===== config.mk =====
export PLATFORM = sky130hd
export DESIGN_NAME = wdog_window
export DESIGN_NICKNAME = d
export VERILOG_FILES = /design/src/rtl/wdw_pkg.sv /design/src/rtl/wdw_regs.sv /design/src/rtl/wdw_counter.sv /design/src/rtl/wdw_fsm.sv /design/src/rtl/wdog_window.sv
export SDC_FILE = /design/constraint.sdc
export NUM_CORES = 1
export LEC_CHECK = 0
export BUFFER_PORTS_ARGS = -buffer_cell sky130_fd_sc_hd__buf_4
export CORE_UTILIZATION = 50
export CTS_CLUSTER_SIZE = 14
export DETAILED_ROUTE_END_ITERATION = 7
export PLACE_DENSITY = 0.81
export SLEW_MARGIN = 20
export SYNTH_ARGS = -nofsm -noshare
export SYNTH_HDL_FRONTEND = slang
export SYNTH_HIERARCHICAL = 1
export SYNTH_SLANG_ARGS = --single-unit

===== constraint.sdc =====
create_clock -name clk -period 5.2 [get_ports clk]
set_input_delay 1.04 -clock clk [delete_from_list [all_inputs] [get_ports clk]]
set_output_delay 1.04 -clock clk [all_outputs]
set_load 0.01 [all_outputs]

===== src/rtl/wdw_pkg.sv =====
package wdw_pkg;

    localparam logic [7:0] A_CTRL   = 8'h90;
    localparam logic [7:0] A_PRE    = 8'h94;
    localparam logic [7:0] A_STAT   = 8'h98;
    localparam logic [7:0] A_KEY    = 8'h9C;
    localparam logic [7:0] A_CNT    = 8'hA0;
    localparam logic [7:0] A_REACT  = 8'hA4;
    localparam logic [7:0] A_WIN    = 8'hA8;

    localparam logic [31:0] K_ENABLE = 32'hA985_59DA;
    localparam logic [31:0] K_SVC1   = 32'h0000_E51A;
    localparam logic [31:0] K_SVC2   = 32'h0000_A35C;

    localparam logic [3:0] REACT_IRQ = 4'hA;
    localparam logic [3:0] REACT_DEF = 4'h5;
    localparam logic [7:0] WIN_FULL  = 8'h05;
    localparam logic [7:0] WIN_HALF  = 8'h50;

    typedef enum logic [1:0] {
        ST_OFF   = 2'd0,
        ST_RUN   = 2'd1,
        ST_ARMED = 2'd2,
        ST_TRIP  = 2'd3
    } wd_state_e;

endpackage


===== src/rtl/wdw_regs.sv =====
module wdw_regs
    import wdw_pkg::*;
#(
    parameter int PRE_W  = 12,
    parameter int CNT_W  = 25,
    parameter int DATA_W = 32
) (
    input  logic              clk,
    input  logic              rst_n,
    input  logic [7:0]        addr,
    input  logic [DATA_W-1:0] wdata,
    input  logic              we,
    input  logic              running,
    input  logic              fault,
    input  logic [CNT_W-1:0]  cnt,
    output logic [PRE_W-1:0]  preload,
    output logic              win_full,
    output logic              react_irq,
    output logic [DATA_W-1:0] rdata
);

    logic [3:0] react_q;
    logic [7:0] win_q;

    always_ff @(posedge clk) begin
        if (!rst_n) begin
            preload <= '0;
            react_q <= REACT_DEF;
            win_q   <= WIN_FULL;
        end else if (we) begin
            if (addr == A_PRE)   preload <= wdata[PRE_W-1:0];
            if (addr == A_REACT) react_q <= wdata[3:0];
            if (addr == A_WIN)   win_q   <= wdata[7:0];
        end
    end

    assign win_full  = (win_q == WIN_FULL);
    assign react_irq = (react_q == REACT_IRQ);

    always_comb begin
        rdata = '0;
        case (addr)
            A_CTRL:  rdata = DATA_W'(running);
            A_PRE:   rdata = DATA_W'(preload);
            A_STAT:  rdata = DATA_W'({fault, running});
            A_CNT:   rdata = DATA_W'(cnt);
            A_REACT: rdata = DATA_W'(react_q);
            A_WIN:   rdata = DATA_W'(win_q);
            default: rdata = '0;
        endcase
    end

endmodule


===== src/rtl/wdw_counter.sv =====
module wdw_counter #(
    parameter int PRE_W = 12,
    parameter int SHIFT = 13,
    localparam int CNT_W = PRE_W + SHIFT
) (
    input  logic             clk,
    input  logic             rst_n,
    input  logic [PRE_W-1:0] preload,
    input  logic             win_full,
    input  logic             load,
    input  logic             run,
    output logic [CNT_W-1:0] cnt,
    output logic             cnt_zero,
    output logic             win_open
);

    logic [CNT_W-1:0] start;
    logic [CNT_W-1:0] half;

    assign start = {preload, {SHIFT{1'b0}}};
    assign half  = start >> 1;

    always_ff @(posedge clk) begin
        if (!rst_n) begin
            cnt <= '0;
        end else if (load) begin
            cnt <= start;
        end else if (run && cnt != '0) begin
            cnt <= cnt - 1'b1;
        end
    end

    assign cnt_zero = (cnt == '0);
    assign win_open = win_full || (cnt <= half);

    assert_load_value_R4: assert property (@(posedge clk) disable iff (!rst_n)
        load |=> cnt == $past(start));

    assert_no_wrap_R7: assert property (@(posedge clk) disable iff (!rst_n)
        (cnt == '0 && !load) |=> cnt == '0);

    assert_step_R2: assert property (@(posedge clk) disable iff (!rst_n)
        (run && !load && cnt != '0) |=> cnt == $past(cnt) - 1'b1);

endmodule


===== src/rtl/wdw_fsm.sv =====
module wdw_fsm
    import wdw_pkg::*;
#(
    parameter int DATA_W = 32
) (
    input  logic              clk,
    input  logic              rst_n,
    input  logic              wr_ctrl,
    input  logic              wr_key,
    input  logic              wr_stat,
    input  logic [DATA_W-1:0] wdata,
    input  logic              cnt_zero,
    input  logic              win_open,
    output wd_state_e         state,
    output logic              load,
    output logic              run,
    output logic              running,
    output logic              fault
);

    wd_state_e nxt;
    logic      key1_hit;
    logic      key2_hit;
    logic      en_hit;
    logic      clr_hit;

    assign en_hit   = wr_ctrl && (wdata == K_ENABLE);
    assign key1_hit = wr_key && (wdata == K_SVC1);
    assign key2_hit = wr_key && (wdata == K_SVC2);
    assign clr_hit  = wr_stat && wdata[1];

    always_ff @(posedge clk) begin
        if (!rst_n) state <= ST_OFF;
        else        state <= nxt;
    end

    always_comb begin
        nxt = state;
        unique case (state)
            ST_OFF: begin
                if (en_hit) nxt = ST_RUN;
            end
            ST_RUN: begin
                if (cnt_zero)      nxt = ST_TRIP;
                else if (key1_hit) nxt = ST_ARMED;
            end
            ST_ARMED: begin
                if (cnt_zero)      nxt = ST_TRIP;
                else if (key2_hit) nxt = win_open ? ST_RUN : ST_TRIP;
                else if (wr_key)   nxt = ST_RUN;
            end
            ST_TRIP: begin
                if (clr_hit) nxt = ST_RUN;
            end
        endcase
    end

    always_comb begin
        load    = 1'b0;
        run     = 1'b0;
        running = 1'b1;
        fault   = 1'b0;
        unique case (state)
            ST_OFF: begin
                running = 1'b0;
                load    = en_hit;
            end
            ST_RUN: begin
                run = 1'b1;
            end
            ST_ARMED: begin
                run  = 1'b1;
                load = !cnt_zero && key2_hit && win_open;
            end
            ST_TRIP: begin
                fault = 1'b1;
                load  = clr_hit;
            end
        endcase
    end

    assert_stay_enabled_R3: assert property (@(posedge clk) disable iff (!rst_n)
        state != ST_OFF |=> state != ST_OFF);

    assert_early_service_R6: assert property (@(posedge clk) disable iff (!rst_n)
        (state == ST_ARMED && key2_hit && !win_open) |=> state == ST_TRIP);

    assert_expiry_trips_R7: assert property (@(posedge clk) disable iff (!rst_n)
        ((state == ST_RUN || state == ST_ARMED) && cnt_zero) |=> state == ST_TRIP);

    assert_trip_latched_R10: assert property (@(posedge clk) disable iff (!rst_n)
        (state == ST_TRIP && !clr_hit) |=> state == ST_TRIP);

    assert_bad_key_no_reload_R5: assert property (@(posedge clk) disable iff (!rst_n)
        (state == ST_RUN && wr_key) |-> !load);

endmodule


===== src/rtl/wdog_window.sv =====
module wdog_window
    import wdw_pkg::*;
#(
    parameter int PRE_W  = 12,
    parameter int SHIFT  = 13,
    parameter int DATA_W = 32
) (
    input  logic              clk,
    input  logic              rst_n,
    input  logic [7:0]        bus_addr,
    input  logic [DATA_W-1:0] bus_wdata,
    input  logic              bus_we,
    output logic [DATA_W-1:0] bus_rdata,
    output logic              irq_o,
    output logic              rst_req_o
);

    localparam int CNT_W = PRE_W + SHIFT;

    wd_state_e        state;
    logic [PRE_W-1:0] preload;
    logic [CNT_W-1:0] cnt;
    logic             win_full;
    logic             react_irq;
    logic             load;
    logic             run;
    logic             running;
    logic             fault;
    logic             cnt_zero;
    logic             win_open;
    logic             wr_ctrl;
    logic             wr_key;
    logic             wr_stat;

    assign wr_ctrl = bus_we && (bus_addr == A_CTRL);
    assign wr_key  = bus_we && (bus_addr == A_KEY);
    assign wr_stat = bus_we && (bus_addr == A_STAT);

    wdw_regs #(
        .PRE_W (PRE_W),
        .CNT_W (CNT_W),
        .DATA_W(DATA_W)
    ) u_regs (
        .clk      (clk),
        .rst_n    (rst_n),
        .addr     (bus_addr),
        .wdata    (bus_wdata),
        .we       (bus_we),
        .running  (running),
        .fault    (fault),
        .cnt      (cnt),
        .preload  (preload),
        .win_full (win_full),
        .react_irq(react_irq),
        .rdata    (bus_rdata)
    );

    wdw_counter #(
        .PRE_W(PRE_W),
        .SHIFT(SHIFT)
    ) u_cnt (
        .clk     (clk),
        .rst_n   (rst_n),
        .preload (preload),
        .win_full(win_full),
        .load    (load),
        .run     (run),
        .cnt     (cnt),
        .cnt_zero(cnt_zero),
        .win_open(win_open)
    );

    wdw_fsm #(
        .DATA_W(DATA_W)
    ) u_fsm (
        .clk     (clk),
        .rst_n   (rst_n),
        .wr_ctrl (wr_ctrl),
        .wr_key  (wr_key),
        .wr_stat (wr_stat),
        .wdata   (bus_wdata),
        .cnt_zero(cnt_zero),
        .win_open(win_open),
        .state   (state),
        .load    (load),
        .run     (run),
        .running (running),
        .fault   (fault)
    );

    always_comb begin
        irq_o     = fault && react_irq;
        rst_req_o = fault && !react_irq;
    end

    assert_one_reaction_R9: assert property (@(posedge clk) disable iff (!rst_n)
        $onehot0({irq_o, rst_req_o}));

    assert_fault_visible_R9: assert property (@(posedge clk) disable iff (!rst_n)
        (state == ST_TRIP) |-> (irq_o || rst_req_o));

endmodule


# Yosys cells after proc, flatten, opt, wreduce, memory -nomap -nowiden
# Index checks and enable logic that the tools add are counted.
dict set report word_totals {
  reg_bits 51
  out_inout_bits 34
  elab_cells 69
  input_bits 43
}
dict set report op_classes {
  reduce_logical 25
  n_lt_le_gt_ge 1
  n_eq_ne 19
  mux 16
  n_addsub 1
  n_bitwise 1
}
# cell count
set ops {}
lappend ops {{one-hot mux 25 bit (6 select lines)} 1}
lappend ops {{== test 32 x 16 -> 1 bit, second input constant} 2}
lappend ops {{== test 8 bit, second input constant} 7}
lappend ops {{2-to-1 mux 25 bit} 2}
lappend ops {{== test 32 bit, second input constant} 1}
lappend ops {{<= comparator 25 x 24 -> 1 bit} 1}
lappend ops {{logical NOT 25 bit} 1}
lappend ops {{nonzero test 25 bit} 1}
lappend ops {{subtractor 25 x 1 -> 25 bit, second input constant} 1}
lappend ops {{2-to-1 mux 2 bit} 8}
lappend ops {{logical AND 1 bit} 12}
lappend ops {{== test 8 x 3 -> 1 bit, second input constant} 1}
lappend ops {{one-hot mux 2 bit (4 select lines)} 1}
lappend ops {{AND reduction 2 bit} 3}
lappend ops {{== test 2 bit, second input constant} 2}
lappend ops {{== test 4 bit, second input constant} 1}
lappend ops {{!= test 2 x 1 -> 1 bit, second input constant} 2}
lappend ops {{!= test 4 x 1 -> 1 bit, second input constant} 1}
lappend ops {{AND reduction 4 bit} 1}
lappend ops {{OR reduction 2 bit} 2}
lappend ops {{2-to-1 mux 1 bit} 3}
lappend ops {{!= test 3 x 1 -> 1 bit, second input constant} 1}
lappend ops {{one-hot mux 1 bit (3 select lines)} 1}
lappend ops {{== test 2 x 1 -> 1 bit, second input constant} 1}
lappend ops {{other kinds (5)} 6}

# Longest topological paths before layout
dict set report logic_depth {
  word_depth 7
  depth_mapped 14
  depth_no_buf 14
}

# Hierarchy
# The synthesis kept the hierarchy.
# mod seq_area_each_um2 cells_per_inst area_each_um2 instances
set modules_own_cells {}
lappend modules_own_cells {wdw_counter 500.5 220 1751.7 1}
lappend modules_own_cells {wdw_regs 480.5 163 1458.9 1}
lappend modules_own_cells {wdw_fsm 40.0 55 432.9 1}
lappend modules_own_cells {wdog_window 0.0 9 72.6 1}

# Worst setup path before layout
# No wires, ideal clock.
dict set report synth_timing {
  path_type {input port to flip-flop}
  startpoint {in bus_addr[1]}
  endpoint {reg u_cnt.cnt[0]}
  setup_ns 0.128
  arrival_time_ns 3.372
  cell_stages 11
  path_buffers 1
  t_required_ns 5.072
  setup_slack_ns 1.700
  path_cell_list {or4_4 -> nor3_2 -> nand3_1 -> or4_1 -> nor4_1 -> a31oi_1 -> a21oi_1 -> inv_1 -> nand2_1 -> clkbuf_1 -> nor2_1}
}
dict set report synth_via {
  elab_cells_between_ends 13
  cone_classes {eq/ne (3); mux (1); reduce/logical (9)}
}
# element line
set synth_rtl {}
lappend synth_rtl {{start, declared} wdog_window.sv:10} ;# input logic [7:0] bus_addr,
lappend synth_rtl {{== test 8 bit} wdog_window.sv:35} ;# assign wr_ctrl = bus_we && (bus_addr == A_CTRL);
lappend synth_rtl {{logical AND 1 bit} wdog_window.sv:35}
lappend synth_rtl {{net wr_ctrl} wdog_window.sv:31} ;# logic wr_ctrl;
lappend synth_rtl {{logical AND 1 bit} wdw_fsm.sv:27} ;# assign en_hit = wr_ctrl && (wdata == K_ENABLE);
lappend synth_rtl {{one-hot mux 1 bit (3 select lines)} wdw_fsm.sv:63} ;# unique case (state)
lappend synth_rtl {{net load} wdog_window.sv:25} ;# logic load;
lappend synth_rtl {{OR reduction 2 bit (no source line)} --}
lappend synth_rtl {{end signal, assigned} wdw_counter.sv:27} ;# cnt <= start;
lappend synth_rtl {{end signal, assigned} wdw_counter.sv:29} ;# cnt <= cnt - 1'b1;
lappend synth_rtl {{end, declared} wdw_counter.sv:12} ;# output logic [CNT_W-1:0] cnt,
# The timed path passes the listed nets, and every way through them passes these cells.
# A chain may end at the register's enable or synchronous reset.

# Worst setup path after layout
dict set report layout_timing {
  startpoint {in bus_addr[1]}
  endpoint {reg u_cnt.cnt[20]}
}
dict set report layout_via {
  elab_cells_between_ends 14
  cone_classes {eq/ne (3); mux (2); reduce/logical (9)}
}
# element line
set layout_rtl {}
lappend layout_rtl {{== test 8 bit (*)} wdog_window.sv:35}
lappend layout_rtl {{logical AND 1 bit (*)} wdog_window.sv:35}
lappend layout_rtl {{net wr_ctrl} wdog_window.sv:31}
lappend layout_rtl {{logical AND 1 bit (*)} wdw_fsm.sv:27}
lappend layout_rtl {{one-hot mux 1 bit (3 select lines) (*)} wdw_fsm.sv:63}
lappend layout_rtl {{net load} wdog_window.sv:25}
lappend layout_rtl {{2-to-1 mux 25 bit / nonzero test 2 bit (equally long branches)} --}
# The timed path passes the listed nets; every way through them passes the cells marked *.

==> qor.yml <==
clock_network:
  clock_latency_ns: 0.31
  cts_hold_buf: 0
  numCtsBuffers: 5
  path_clk_slew_ns: 0.09
  h-tree-depth: 2
  cts_resized: 0
  clock_sink_count: 51
  root_buffer: "clkbuf_8"
  postCtsSetupRepairBufs: 0
  cts.path.max_buffers: 2
  cts_tree: "done"
run_status:
  status: "completed"
synthesis:
  synthTopCellsByArea: "dfxtp_1, ha_1, nand3_1"
  synthCells: 447
  synth-async-reset-ratio_pct: 0
  ys_types: 68
  yosysTopAreaCellShare_pct: 27.47
  synth-main-ff-cell: "dfxtp_1"
  synth_edf_count: 0
  synth-seq-cells: 51
  syn_area_per_cell_um2: 8.313
  synth_common_cells: "dfxtp_1, inv_1, nand2_1"
  ys_seq_area_share_pct: 27.47
  syn_area_um2: 3716
  ys_warn_count: 6
  yosysTopAreaCell: "dfxtp_1"
  synth_most_common_cell: "dfxtp_1"
sta:
  finalHoldViolCount: 0
  tightestPinTransition_ns: 0.8620
  fmax_ghz: 0.2515
  min_period_over_period_pct: 76.48
  final.min_clock_period_ns: 3.977
  fin_skew_ns: 0.005315
  timing.slew.headroom_pct: 42.15
  slew_violations: 0
  fin_tns_setup_ns: 0
  finalSetupViolCount: 0
  rsz0062_at_grt: "false"
  fin_ws_ns: 1.223
final_layout:
  nNetsFinal: 564
  drive_gt1_share_pct: 21.98
  syn_to_final_growth_pct: 17.54
  antenna_cells: 0
detailed_routing:
  wl_um: 10180
  dr.pass1.iters: 5
  postRouteAntennaNets: 0
  wl_per_cell_um: 16.86
  num_vias: 3696
  via_per_inst: 6.119
  first_iter_violations: 316
  drcViolationCount: 0
worst_setup_path:
  r2r_cells: 14
  crit_path_end: "u_cnt/cnt[20]"
  startpoint_type: "primary input"
  reg2reg_from: "u_cnt/cnt[0]"
  cp-end-kind: "register"
  worstPathArrival_ns: 4.16
  critical_path_class: "primary input to register"
  crit_fanout: 14
  rr_endpoint: "u_cnt/cnt[20]"
  required_ns: 5.38
  rrSetupSlack_ns: 1.43
  startpoint: "bus_addr[1]"
global_route:
  antenna_found_initial: 0
  grt_usage_pct: 27.30
  grt_pass1_vias: 3442
  grt_max_degree: 53
  grt_pass1_wl_um: 16580
  grt-ovfl-total: 0
power_and_ir_drop:
  combPwrFrac_pct: 8.5
  p_leak_nw: 1.814
  power_density_nw_per_um2: 179.3
  switching_share_pct: 21.54
  internal-power_w: 0.0006144
  power.share.sequential_pct: 49.9
  vdd_drop_max_uv: 97.13
  power.share.clock_pct: 41.6
  p_switching_w: 0.0001687
floorplan:
  fp.dieW_um: 88.21
  die_area_um2: 7781
  initial_utilization_pct: 51.51
  fp-row-count: 31
  io_pins: 77
  die_y_um: 88.21
  core_um2: 7214
placed_design:
  port_buffers: 69
  dp_hpwl_um: 7720
  pre_cts_slack_ns: 0.9480
  place.gp.congestion: 0.9132
worst_hold_path:
  holdPathStages: 2
  worstHoldStart: "u_regs/preload[9]"
  hp-class: "register to register"
flow_run:
  max_cap_violations: 0
-- area by class of cell --
class,count,area (um2)
fill,645,2846
timing repair buffer,72,540.5
sequential,51,1021
inverter,30,112.6
clock buffer,6,72.57
multi-input combinational,344,2437
tap,99,123.9
clock inverter,2,60.06
-- through the flow --
step | hold WS (ns) | area [um2] | utilization (%) | power, W | std cells
after floorplan | 0.4579 | 3739 | - | 0.0004297 | 453
after global placement | 0.4746 | 4235 | 58.71 | 0.0004643 | 596
final | 0.4965 | 4368 | 60.54 | 0.0007831 | 604
after detailed placement | 0.4835 | 4235 | 58.71 | 0.0004658 | 596
after global routing | 0.5190 | 4368 | 60.54 | 0.0008110 | 604
after CTS | 0.4974 | 4368 | 60.54 | 0.0007907 | 604
-- cell usage in the layout (no fill, tap or decap), types with 6 or more instances in the layout --
| master | count |
|---|---|
| nor4_1 | 10 |
| nor2b_1 | 10 |
| or3_1 | 11 |
| nor2_1 | 21 |
| nor3_1 | 9 |
| inv_1 | 30 |
| a21oi_1 | 12 |
| o21ai_0 | 22 |
| and2_1 | 17 |
| nand3_1 | 25 |
| nand4_1 | 6 |
| or4_1 | 8 |
| dfxtp_1 | 51 |
| a22oi_1 | 7 |
| o21ai_2 | 12 |
| conb_1 | 7 |
| nand2_1 | 28 |
| buf_4 | 72 |
| a31oi_1 | 9 |
| ha_1 | 17 |
| mux2i_1 | 11 |
| o211ai_1 | 6 |
-- flip-flops by register name, summed over array words and instances (netlist names) --
| name | count |
|---|---|
| u_cnt/cnt | 25 |
| u_regs/preload | 12 |
| u_regs/win_q | 8 |
| u_regs/react_q | 4 |
| u_fsm/state | 2 |
-- power groups by stage --
stage / sequential [W] / clock (W) / combinational, W
finish: 0.000391 / 0.000326 / 0.0000666
global route: 0.000391 / 0.000348 / 0.0000725
CTS: 0.000391 / 0.000334 / 0.0000661
detailed placement: 0.000400 / 0 / 0.0000660
global placement: 0.000400 / 0 / 0.0000645
floorplan: 0.000400 / 0 / 0.0000300
-- how the worst min path moves through the flow --
| stage | slack (ns) | end |
|---|---|---|
| finish | 0.50 | u_regs/preload[9] |
| global route | 0.52 | u_regs/preload[9] |
| CTS | 0.50 | u_regs/preload[9] |
| detailed placement | 0.48 | u_regs/preload[9] |
| global placement | 0.47 | u_regs/preload[5] |
| floorplan | 0.46 | u_regs/react_q[3] |
-- critical path: stages --
cell and delay (ns):
buf_4 0.14, or4_4 0.54, nor3_2 0.11, nand3_1 0.08
or4_1 0.54, nor4_1 0.26, a31oi_1 0.08, a21oi_1 0.14
buf_4 0.21, inv_1 0.21, nand2_1 0.48, nor4_1 0.10
nand4b_1 0.12, nand4_1 0.09
-- metal layers --
metal  part of all wire, %  GRT usage (%)  vias to the layer above
li1                      -              -                     1780
met1                    43          34.88                     1733
met2                    48          45.45                      160
met3                   6.8          3.731                       23
met4                   2.1          13.05                        0
met5                     0              0                        -
-- cell families after synthesis --
| family | after synthesis | synth area share [%] |
|---|---|---|
| muxes | 11 | 2.963 |
| and+or+nand+nor | 193 | 33.43 |
| AOI/OAI and AO/OA | 109 | 21.11 |
| other | 1 | 0.1009 |
| buffers and inverters | 58 | 7.542 |
| DFF | 51 | 27.47 |
| xor gates and xnor gates | 7 | 1.650 |
| adders and majority gates | 17 | 5.724 |
Note: power is estimated with default switching activity, not from simulation.
